## config.mk

```make
export PLATFORM = sky130hd
export DESIGN_NAME = spi_cmd_engine
export DESIGN_NICKNAME = d
export VERILOG_FILES = /design/src/rtl/sce_pkg.sv /design/src/rtl/sce_fifo.sv /design/src/rtl/sce_shifter.sv /design/src/rtl/sce_seq.sv /design/src/rtl/spi_cmd_engine.sv
export SDC_FILE = /design/constraint.sdc
export NUM_CORES = 1
export LEC_CHECK = 0
export BUFFER_PORTS_ARGS = -buffer_cell sky130_fd_sc_hd__buf_2
export CAP_MARGIN = 10
export CORE_MARGIN = 8
export CORE_UTILIZATION = 60
export DETAILED_ROUTE_END_ITERATION = 6
export PLACE_DENSITY = 0.77
export SYNTH_ARGS = -nofsm -noshare
export SYNTH_HDL_FRONTEND = slang
export SYNTH_HIERARCHICAL = 1
export SYNTH_SLANG_ARGS = --single-unit
export TNS_END_PERCENT = 10
```

## constraint.sdc

```tcl
create_clock -name clk -period 7.5 [get_ports clk]
set_input_delay 0.375 -clock clk [delete_from_list [all_inputs] [get_ports clk]]
set_output_delay 0.375 -clock clk [all_outputs]
set_load 0.05 [all_outputs]
```

## src/rtl/sce_pkg.sv

```systemverilog
// Package sce_pkg: register addresses, control bit positions and the
// sequencer state type shared by the SPI command engine modules.
package sce_pkg;
    localparam logic [3:0] ADDR_OPCODE = 4'h0;
    localparam logic [3:0] ADDR_COUNTS = 4'h1;
    localparam logic [3:0] ADDR_CTRL   = 4'h2;
    localparam logic [3:0] ADDR_DATA   = 4'hC;
    localparam logic [3:0] ADDR_PTR    = 4'hD;
    localparam int CTRL_GO_BIT   = 0;
    localparam int CTRL_PRST_BIT = 4;

    typedef enum logic [1:0] {
        SEQ_IDLE = 2'd0,
        SEQ_XFER = 2'd1,
        SEQ_TAIL = 2'd2
    } seq_state_t;
endpackage

```

## src/rtl/sce_fifo.sv

```systemverilog
// Module sce_fifo: byte buffer shared by software and the engine.
// Software reaches it through one pointer that advances on each access.
// The engine uses its own read and write indices.
// Assumes DEPTH is a power of two and that the software port is idle
// whenever the engine writes. The engine write wins in any clash.
module sce_fifo #(
    parameter int DEPTH = 8,
    parameter int IW    = $clog2(DEPTH)
) (
    input  logic          clk,
    input  logic          rst_n,
    input  logic          sw_wr,
    input  logic          sw_rd,
    input  logic          ptr_clr,
    input  logic [7:0]    sw_wdata,
    output logic [7:0]    sw_rdata,
    output logic [IW-1:0] ptr,
    input  logic [IW-1:0] eng_ridx,
    output logic [7:0]    eng_rdata,
    input  logic          eng_we,
    input  logic [IW-1:0] eng_widx,
    input  logic [7:0]    eng_wdata
);
    logic [7:0] mem [DEPTH];

    // Software pointer: clear on request, otherwise step after each access.
    always_ff @(posedge clk) begin
        if (!rst_n)                ptr <= '0;
        else if (ptr_clr)          ptr <= '0;
        else if (sw_wr || sw_rd)   ptr <= (ptr == IW'(DEPTH - 1)) ? '0 : ptr + IW'(1);
    end

    for (genvar i = 0; i < DEPTH; i++) begin : g_entry
        // One storage byte, written by the engine or by the data port.
        always_ff @(posedge clk) begin
            if (!rst_n)                                mem[i] <= '0;
            else if (eng_we && eng_widx == IW'(i))     mem[i] <= eng_wdata;
            else if (sw_wr && ptr == IW'(i))           mem[i] <= sw_wdata;
        end
    end

    assign sw_rdata  = mem[ptr];
    assign eng_rdata = mem[eng_ridx];
endmodule

```

## src/rtl/sce_shifter.sv

```systemverilog
// Module sce_shifter: mode-0 byte shifter, most significant bit first.
// A load pulse starts a byte. Each bit is DIV clocks: the low half, then
// the high half. The input is sampled as the clock rises. done pulses in
// the final clock of the byte, and a load in that same clock chains the
// next byte with no gap. Assumes DIV is even and at least 2.
module sce_shifter #(
    parameter int DIV = 4
) (
    input  logic       clk,
    input  logic       rst_n,
    input  logic       load,
    input  logic [7:0] tx_byte,
    input  logic       miso,
    output logic       sck,
    output logic       mosi,
    output logic       done,
    output logic [7:0] rx_byte
);
    localparam int PW   = (DIV > 2) ? $clog2(DIV) : 1;
    localparam int HALF = DIV / 2;

    logic [PW-1:0] phase;
    logic [2:0]    bitn;
    logic [7:0]    tx_sr;
    logic [7:0]    rx_sr;
    logic          running;
    logic          sck_q;
    logic          last_phase;

    assign last_phase = (phase == PW'(DIV - 1));
    assign done       = running && last_phase && (bitn == 3'd7);
    assign sck        = sck_q;
    assign mosi       = running & tx_sr[7];
    assign rx_byte    = rx_sr;

    // Bit timing: phase counter, serial clock level, and both shift registers.
    always_ff @(posedge clk) begin
        if (!rst_n) begin
            phase   <= '0;
            bitn    <= '0;
            tx_sr   <= '0;
            rx_sr   <= '0;
            running <= 1'b0;
            sck_q   <= 1'b0;
        end else if (load) begin
            tx_sr   <= tx_byte;
            phase   <= '0;
            bitn    <= '0;
            running <= 1'b1;
            sck_q   <= 1'b0;
        end else if (running) begin
            if (last_phase) begin
                phase <= '0;
                sck_q <= 1'b0;
                tx_sr <= {tx_sr[6:0], 1'b0};
                bitn  <= bitn + 3'd1;
                if (bitn == 3'd7) running <= 1'b0;
            end else begin
                phase <= phase + PW'(1);
                if (phase == PW'(HALF - 1)) begin
                    sck_q <= 1'b1;
                    rx_sr <= {rx_sr[6:0], miso};
                end
            end
        end
    end
endmodule

```

## src/rtl/sce_seq.sv

```systemverilog
// Module sce_seq: byte sequencer for one command frame. Byte 0 is the
// command. Byte b (b >= 1) maps to buffer entry b-1: bytes up to tx_cnt
// are read from the buffer, and later bytes are received into it. After
// the last byte, chip select is held for one more serial-clock period.
// Assumes the counts and the command byte stay put while busy.
module sce_seq
    import sce_pkg::*;
#(
    parameter int DEPTH = 8,
    parameter int DIV   = 4,
    parameter int IW    = $clog2(DEPTH),
    parameter int CW    = $clog2(DEPTH + 1)
) (
    input  logic          clk,
    input  logic          rst_n,
    input  logic          go,
    input  logic [7:0]    opcode,
    input  logic [CW-1:0] tx_cnt,
    input  logic [CW-1:0] rx_cnt,
    input  logic          sh_done,
    input  logic [7:0]    sh_rx,
    input  logic [7:0]    fifo_rdata,
    output logic          sh_load,
    output logic [7:0]    sh_byte,
    output logic [IW-1:0] ridx,
    output logic          we,
    output logic [IW-1:0] widx,
    output logic [7:0]    wdata,
    output logic          cs_n,
    output logic          busy
);
    localparam int BW = $clog2(2 * DEPTH + 2);
    localparam int TW = (DIV > 2) ? $clog2(DIV) : 1;

    seq_state_t    st;
    logic [BW-1:0] bidx;
    logic [BW-1:0] nidx;
    logic [BW-1:0] total;
    logic [TW-1:0] tail;
    logic          more;
    logic          cur_is_rx;
    logic          nxt_is_tx;

    assign total     = BW'(tx_cnt) + BW'(rx_cnt) + BW'(1);
    assign nidx      = bidx + BW'(1);
    assign more      = (nidx < total);
    assign cur_is_rx = (bidx > BW'(tx_cnt));
    assign nxt_is_tx = (nidx <= BW'(tx_cnt));
    assign ridx      = IW'(nidx - BW'(1));
    assign widx      = IW'(bidx - BW'(1));
    assign wdata     = sh_rx;
    assign cs_n      = (st == SEQ_IDLE);
    assign busy      = (st != SEQ_IDLE);

    // Load the next byte into the shifter and store each finished response byte.
    always_comb begin
        sh_load = 1'b0;
        sh_byte = '0;
        we      = 1'b0;
        case (st)
            SEQ_IDLE: if (go) begin
                sh_load = 1'b1;
                sh_byte = opcode;
            end
            SEQ_XFER: if (sh_done) begin
                we = cur_is_rx;
                if (more) begin
                    sh_load = 1'b1;
                    sh_byte = nxt_is_tx ? fifo_rdata : 8'h00;
                end
            end
            default: ;
        endcase
    end

    // Frame state, byte index and chip-select tail counter.
    always_ff @(posedge clk) begin
        if (!rst_n) begin
            st   <= SEQ_IDLE;
            bidx <= '0;
            tail <= '0;
        end else begin
            case (st)
                SEQ_IDLE: if (go) begin
                    st   <= SEQ_XFER;
                    bidx <= '0;
                end
                SEQ_XFER: if (sh_done) begin
                    if (more) bidx <= nidx;
                    else begin
                        st   <= SEQ_TAIL;
                        tail <= '0;
                    end
                end
                SEQ_TAIL: begin
                    if (tail == TW'(DIV - 1)) st <= SEQ_IDLE;
                    else                      tail <= tail + TW'(1);
                end
                default: st <= SEQ_IDLE;
            endcase
        end
    end
endmodule

```

## src/rtl/spi_cmd_engine.sv

```systemverilog
// Module spi_cmd_engine: register-driven SPI flash command engine.
// Decodes the byte-wide register bus, holds the command and count
// registers, and connects the buffer, the sequencer and the shifter.
// Assumes one-cycle strobes and never both strobes in one cycle.
// While a frame runs, register writes and data-port steps are dropped.
module spi_cmd_engine
    import sce_pkg::*;
#(
    parameter int DEPTH = 8,
    parameter int DIV   = 4
) (
    input  logic       clk,
    input  logic       rst_n,
    input  logic [3:0] bus_addr,
    input  logic       bus_wr,
    input  logic       bus_rd,
    input  logic [7:0] bus_wdata,
    output logic [7:0] bus_rdata,
    output logic       spi_sck,
    output logic       spi_mosi,
    input  logic       spi_miso,
    output logic       spi_cs_n
);
    localparam int IW = $clog2(DEPTH);
    localparam int CW = $clog2(DEPTH + 1);

    logic [7:0]    opcode_q;
    logic [CW-1:0] txc_q;
    logic [CW-1:0] rxc_q;
    logic          busy;
    logic          wr_ok;
    logic          go;
    logic          ptr_clr;
    logic          sw_wr;
    logic          sw_rd;
    logic [7:0]    sw_rdata;
    logic [IW-1:0] ptr;
    logic [IW-1:0] eng_ridx;
    logic [IW-1:0] eng_widx;
    logic [7:0]    eng_rdata;
    logic [7:0]    eng_wdata;
    logic          eng_we;
    logic          sh_load;
    logic          sh_done;
    logic [7:0]    sh_byte;
    logic [7:0]    sh_rx;

    function automatic logic [CW-1:0] clamp_cnt(input logic [3:0] f);
        return (32'(f) > DEPTH) ? CW'(DEPTH) : CW'(f);
    endfunction

    assign wr_ok   = bus_wr && !busy;
    assign go      = wr_ok && (bus_addr == ADDR_CTRL) && bus_wdata[CTRL_GO_BIT];
    assign ptr_clr = wr_ok && (bus_addr == ADDR_CTRL) && bus_wdata[CTRL_PRST_BIT];
    assign sw_wr   = wr_ok && (bus_addr == ADDR_DATA);
    assign sw_rd   = bus_rd && !busy && (bus_addr == ADDR_DATA);

    // Command byte and clamped count registers, held while busy.
    always_ff @(posedge clk) begin
        if (!rst_n) begin
            opcode_q <= '0;
            txc_q    <= '0;
            rxc_q    <= '0;
        end else if (wr_ok && bus_addr == ADDR_OPCODE) begin
            opcode_q <= bus_wdata;
        end else if (wr_ok && bus_addr == ADDR_COUNTS) begin
            txc_q <= clamp_cnt(bus_wdata[3:0]);
            rxc_q <= clamp_cnt(bus_wdata[7:4]);
        end
    end

    // Read multiplexer for the register bus.
    always_comb begin
        case (bus_addr)
            ADDR_OPCODE: bus_rdata = opcode_q;
            ADDR_COUNTS: bus_rdata = {4'(rxc_q), 4'(txc_q)};
            ADDR_CTRL:   bus_rdata = {7'd0, busy};
            ADDR_DATA:   bus_rdata = sw_rdata;
            ADDR_PTR:    bus_rdata = 8'(ptr);
            default:     bus_rdata = 8'h00;
        endcase
    end

    sce_fifo #(.DEPTH(DEPTH)) u_fifo (
        .clk(clk), .rst_n(rst_n),
        .sw_wr(sw_wr), .sw_rd(sw_rd), .ptr_clr(ptr_clr),
        .sw_wdata(bus_wdata), .sw_rdata(sw_rdata), .ptr(ptr),
        .eng_ridx(eng_ridx), .eng_rdata(eng_rdata),
        .eng_we(eng_we), .eng_widx(eng_widx), .eng_wdata(eng_wdata)
    );

    sce_seq #(.DEPTH(DEPTH), .DIV(DIV)) u_seq (
        .clk(clk), .rst_n(rst_n), .go(go),
        .opcode(opcode_q), .tx_cnt(txc_q), .rx_cnt(rxc_q),
        .sh_done(sh_done), .sh_rx(sh_rx), .fifo_rdata(eng_rdata),
        .sh_load(sh_load), .sh_byte(sh_byte), .ridx(eng_ridx),
        .we(eng_we), .widx(eng_widx), .wdata(eng_wdata),
        .cs_n(spi_cs_n), .busy(busy)
    );

    sce_shifter #(.DIV(DIV)) u_shift (
        .clk(clk), .rst_n(rst_n), .load(sh_load), .tx_byte(sh_byte),
        .miso(spi_miso), .sck(spi_sck), .mosi(spi_mosi),
        .done(sh_done), .rx_byte(sh_rx)
    );
endmodule

```

# Yosys cells after proc, flatten, opt, wreduce, memory -nomap -nowiden
# Memory sizes are Yosys's and may differ from the RTL's. A register that Yosys moved wholly into a read port is not among the register bits.
# Cells that the tools add are included.
# classes
shifts	0
n_mux	113
bitwise_logic	21
reduce_logical	49
n_mul	0
div_mod_pow	0
addsub	9
order_cmp	5
n_eq_ne	30
# ops
operator	count
two-way mux 8 bit	23
two-way mux 1 bit	68
case mux 8 bit (5 select lines)	1
equality test 3 bit, second input constant	9
logical AND 1 bit	27
two-way mux 2 bit	8
OR 1 bit	16
case mux 8 bit (2 select lines)	1
AND reduction 4 bit	4
two-way mux 5 bit	3
equality test 3 x 2 -> 1 bit, second input constant	4
nonzero test 2 bit	6
adder 5 x 1 -> 5 bit, second input constant	2
case mux 5 bit (2 select lines)	1
two-way mux 3 bit	3
equality test 4 bit, second input constant	2
greater-than comparator 4 bit, second input constant	2
two-way mux 4 bit	2
AND reduction 2 bit	4
adder 3 x 1 -> 3 bit, second input constant	2
equality test 2 bit, second input constant	3
equality test 3 x 1 -> 1 bit, second input constant	2
zero test 3 bit	2
!= test 2 x 1 -> 1 bit, second input constant	3
20 further kinds	29
# word_totals
romBits	0
latch_bits	0
elab_cells	241
memories	1
mem_bits_rw	64
output_inout_bits	11
in_bits	17
ff_bits	51
# mem_list
name	words	width	read_ports	rd_clocked_by_memory_dff	wr	line	source
u_fifo.mem	8	8	2	1	8	sce_fifo.sv:24	logic [7:0] mem [DEPTH];

# Logic depth before layout (Yosys ltp)
# logic_depth
ltp_word	11
depth_mapped	15
mapped_depth_nobuf	13

# Cells and area by module
# The synthesis kept the hierarchy.
# by_module_without_submodules
mod	cells_per_inst	seq_area_each_um2	area_per_inst_um2	n_inst
sce_fifo	321	2042.0	4461.8	1
sce_seq	132	180.2	1106.1	1
spi_cmd_engine	116	320.3	1004.7	1
sce_shifter	109	460.4	1001.0	1

# Worst setup path after synthesis
# OpenSTA, ideal clock, no wires.
# synth_path
kind	register -> register
startpoint	register u_seq.st[1]
endpoint	memory u_fifo.mem[7][0], enable pin
period_less_slack_ps	3223
t_required_ps	7172
path_buffers	4
setup_slack_ps	4277
setup_ps	328
arrival_time_ps	2894
path_stages_with_launch	11
cell_sequence	dfxtp_1 -> nor2_1 -> inv_1 -> nor2b_1 -> clkbuf_1 -> clkbuf_1 -> and2_1 -> buf_2 -> and2_1 -> clkbuf_1 -> or3_1
# synth_rtl
item	line	source
start, declared	sce_seq.sv:35	seq_state_t st;
start signal, assigned	sce_seq.sv:79	st <= SEQ_IDLE;
start signal, assigned	sce_seq.sv:85	st <= SEQ_XFER;
start signal, assigned	sce_seq.sv:91	st <= SEQ_TAIL;
end, declared	sce_fifo.sv:24	

# Worst setup path in the final report
# layout_path
startpoint	register u_seq.bidx[0]
endpoint	register u_shift.rx_sr[0], in the netlist u_shift/rx_byte[0]
# layout_between
elab_chain_len	7
# layout_rtl
item	line	source
start, declared	sce_seq.sv:36	logic [BW-1:0] bidx;
start signal, assigned	sce_seq.sv:89	if (more) bidx <= nidx;
adder 5 x 1 -> 5 bit	sce_seq.sv:45	assign nidx = bidx + BW'(1);
less-than comparator 5 bit	sce_seq.sv:46	assign more = (nidx < total);
two-way mux 1 bit	sce_seq.sv:67	if (more) begin
two-way mux 1 bit	sce_seq.sv:65	SEQ_XFER: if (sh_done) begin
case mux 1 bit (2 select lines)	sce_seq.sv:60	case (st)
via sh_load	spi_cmd_engine.sv:43	logic sh_load;
NOT 1 bit (no line)	--	
AND reduction 4 bit (no line)	--	
end signal, assigned	sce_shifter.sv:62	rx_sr <= {rx_sr[6:0], miso};
end, declared	sce_shifter.sv:25	logic [7:0] rx_sr;
# The timed path passes the listed nets, and every way through them passes these cells.
# A chain may end at the register's enable or synchronous reset.

==> impl_metrics.csv <==
group,metric,value,unit
run_status,status,"complete, no violations",
timing,final_max_slew_viol_count,0,
place,dpl.hpwl,14400,µm
clocking,cts_made_buffers,17,
setup_path,critPathBufInv,1,
setup_path,cp-start-kind,"flop",
global_routing,antenna_found_initial,0,
routing,post_drt_wl_per_cell,24.5,µm
place,portBuffers,27,
synthesis,synth_top_family_by_area,"compound AO/OA/AOI/OAI gates",
synthesis,synth_cells,678,
synthesis,yosys_warnings,6,
floorplanning,core_area,12500,µm²
global_routing,met3_usage,7.07,%
setup_path,slowest_delay,1.11,ns
synthesis,synth_area_per_cell,11.2,µm²
clocking,cts_hold_buf,0,
global_routing,grt_util_met2,40.8,%
timing,skew,0.00789,ns
global_routing,grt_pass1_wl,31600,µm
synthesis,synth.distinct_cells,71,
synthesis,yosys.area_share.simple,14.0,%
clocking,cts_tree,"yes",
timing,fin_crit,4.65,ns
timing,hold_viol,0,
clocking,post-cts-setup-buffers,0,
setup_path,critical_path_class,"reg2reg",
power,p_sw,0.371,mW
timing,relSlewSlack,19.4,%
routing,ant_nets,0,
global_routing,grt_use_met1,31.8,%
clocking,postCtsResizedCells,0,
synthesis,async_reset_ff_share,0,%
timing,setup_violations,0,
setup_path,path_cells,"inv_1 > ha_1 > ha_1 > nand2_1 > o21ai_1 > and3_1 > o21ai_0 > nor4bb_4 > o21ai_0",
power,pwr-share-clk,49.6,%
cells_and_area,drive_above_1_share,14.9,%
timing,max_freq,215,MHz
synthesis,syn-cell-area,7570,µm²
synthesis,synth_nets,726,
setup_path,cp_slowest_cell,"dfxtp_1",
setup_path,worst_setup_path_end_kind,"flop",
synthesis,synth_edf_count,64,
clocking,clock_latency,0.42,ns
power,p_seq_share,44.9,%
synthesis,synth_xor_area_share,1.04,%
synthesis,seq_area_frac_synth,39.6,%
floorplanning,rows,41,
cells_and_area,stdcell_count,837,
power,p_sw_share,23.4,%
timing,tightest_slew,1.21,ns
setup_path,cp_top_family,"simple AND/OR/NAND/NOR gates",
cells_and_area,antenna_cells,0,
floorplanning,floorplan.initialDensity,60.8,%
clocking,cts.clk_slew.worst_paths,0.06,ns
floorplanning,die_x,128,µm
worst_hold_path,hp-class,"in2reg",
setup_path,worstPathRequired,7.75,ns
clocking,cts_root_buf,"clkbuf_16",
routing,drt-total-wl,20500,µm
global_routing,gr-total-overflow,0,
timing,rsz0062_at_grt,"no",
power,pwr_density_cell,196,nW/µm²
setup_path,worst-endpoint-arrival,4.89,ns
clocking,cts_buffer_depth,2,
place,numPlacedInstances,805,
power,power.leakage,3.00,nW
routing,dr.first_iter.drc_count,759,
synthesis,synthMuxAreaShare,14.9,%
floorplanning,dieArea,16500,µm²
power,irDropWorstVdd,201,µV
power,p_int,1.21,mW
routing,drc,0,
floorplanning,die_h,128,µm
synthesis,ys_ff_latch,118,
global_routing,grt_pass1_vias,5558,
global_routing,grt_start_max_net_pins,66,
timing,final.period_utilization,62.0,%
setup_path,cp_max_fo,24,
run,cap_violations,0,
routing,via_per_inst,6.96,
synthesis,synth-compound-area-share,17.9,%
power,comb_power_share,5.6,%
clocking,cts.sinks,118,
cells_and_area,fillers,964,
floorplanning,pin_count,28,
routing,dr_total_vias,5826,
clocking,htreeDepth,4,
global_routing,grtUsageTotal,25.5,%
synthesis,synth_top_flop_cell,"edfxtp_1",
cells_and_area,nets,700,
routing,dr.pass1.iters,6,
global_routing,grt.busiest_layer,"met2",
place,place_congestion,0.948,
synthesis,synth_fa_ha_area_share,5.22,%
timing,fin_tns_setup,0,ns
cells_and_area,syn_to_final_growth,6.51,%
-- cell usage after synthesis, types with 17 or more instances --
master | n | area, µm²
o21ai_0 | 21 | 105
inv_1 | 25 | 93.8
a21oi_1 | 41 | 205
ha_1 | 30 | 375
dfxtp_1 | 54 | 1080
a22o_1 | 48 | 420
mux4_1 | 31 | 815
edfxtp_1 | 64 | 1920
o21ai_1 | 17 | 85.1
nand3_1 | 46 | 230
buf_2 | 18 | 90.1
nand2_1 | 45 | 169
-- final cells by class --
class	instances	area, µm²	area share [%]
multi-input combinational	460	4030	50.0
timing repair buffer	30	158	1.95
clock buffer	19	433	5.37
inverter	25	93.8	1.16
clock inverter	13	133	1.64
tap	172	215	2.67
sequential	118	3000	37.2
-- worst register-to-register path, cell delays in order, from the launching register on --
cell	delay, ns
dfxtp_1	1.11
inv_1	0.52
ha_1	0.52
ha_1	0.31
nand2_1	0.06
o21ai_1	0.15
and3_1	0.35
o21ai_0	0.31
nor4bb_4	0.90
o21ai_0	0.24
-- cell usage in the layout (no fill, tap or decap), types with 5 or more instances in the layout --
master | netlist | routed
a22o_1 | 48 | 48
nand2_1 | 45 | 45
nand4b_1 | 8 | 8
clkbuf_16 | 0 | 17
and2_1 | 7 | 7
nor2_1 | 10 | 10
buf_2 | 18 | 27
nand3_1 | 46 | 46
ha_1 | 30 | 30
nor2b_1 | 7 | 7
a21oi_1 | 41 | 41
o211ai_1 | 6 | 6
mux2_2 | 16 | 16
o21ai_0 | 21 | 21
dfxtp_1 | 54 | 54
a222oi_1 | 5 | 5
o21ai_1 | 17 | 17
a32o_1 | 8 | 8
xor2_1 | 6 | 6
inv_1 | 25 | 25
mux2i_1 | 11 | 11
and2b_1 | 5 | 5
a21boi_1 | 16 | 16
mux4_1 | 31 | 31
nand4_1 | 7 | 7
edfxtp_1 | 64 | 64
-- power groups by stage --
stage	sequential [mW]	combinational, mW	clock (mW)
global placement	0.721	0.0831	0
detailed placement	0.723	0.0855	0
floorplan	0.712	0.0671	0
global route	0.711	0.0930	0.822
finish	0.711	0.0881	0.785
CTS	0.710	0.0863	0.792
-- routing by layer --
metal	routed length, µm	part of all wire (%)	vias up
met1	8080	39	2837
met4	741	3.6	0
li1	-	-	2571
met3	2060	10	60
met2	9610	47	358
met5	0	0	-
-- cell families (layout without fill, tap and decap cells) --
kind of cell / Yosys count / count (layout)
xor gates and xnor gates: 9 / 9
and+or+nand+nor: 178 / 178
muxes: 59 / 59
adders and majority gates: 31 / 31
DFF: 118 / 118
AOI/OAI and AO/OA: 183 / 183
buffers and inverters: 100 / 87
-- sequential cells by signal, indices dropped and copies added (netlist names), named ones only --
name / flops
opcode_q: 8
rxc_q: 4
txc_q: 4
u_fifo/mem: 64
u_fifo/ptr: 3
u_seq/bidx: 5
u_seq/st: 2
u_seq/tail: 2
u_shift/bitn: 3
u_shift/phase: 2
u_shift/running: 1
u_shift/rx_byte: 8
u_shift/sck: 1
u_shift/tx_sr: 8
-- path summary, 6_finish.rpt --
path	from	endpoint	cells past startpoint	slack (ns)
setup / recovery	u_seq/bidx[0]	u_shift/rx_byte[0]	9	2.85
hold reg to reg	u_shift/bitn[2]	u_shift/bitn[2]	2	0.47
setup reg to reg	u_seq/bidx[0]	u_shift/rx_byte[0]	9	2.85
hold / removal	spi_miso	u_shift/rx_byte[0]	3	0.25
-- stage by stage --
stage	hold WS, ns	utilization, %	setup WS (ns)	power, mW	cell area [µm²]
floorplan	0.428	-	4.28	0.779	7570
global placement	0.446	60.2	3.26	0.804	7500
detailed placement	0.461	60.2	3.00	0.809	7500
CTS	0.207	64.7	2.96	1.59	8070
global route	0.234	64.7	2.55	1.63	8070
finish	0.246	64.7	2.85	1.58	8070
Power figures use the tool's default switching activity.
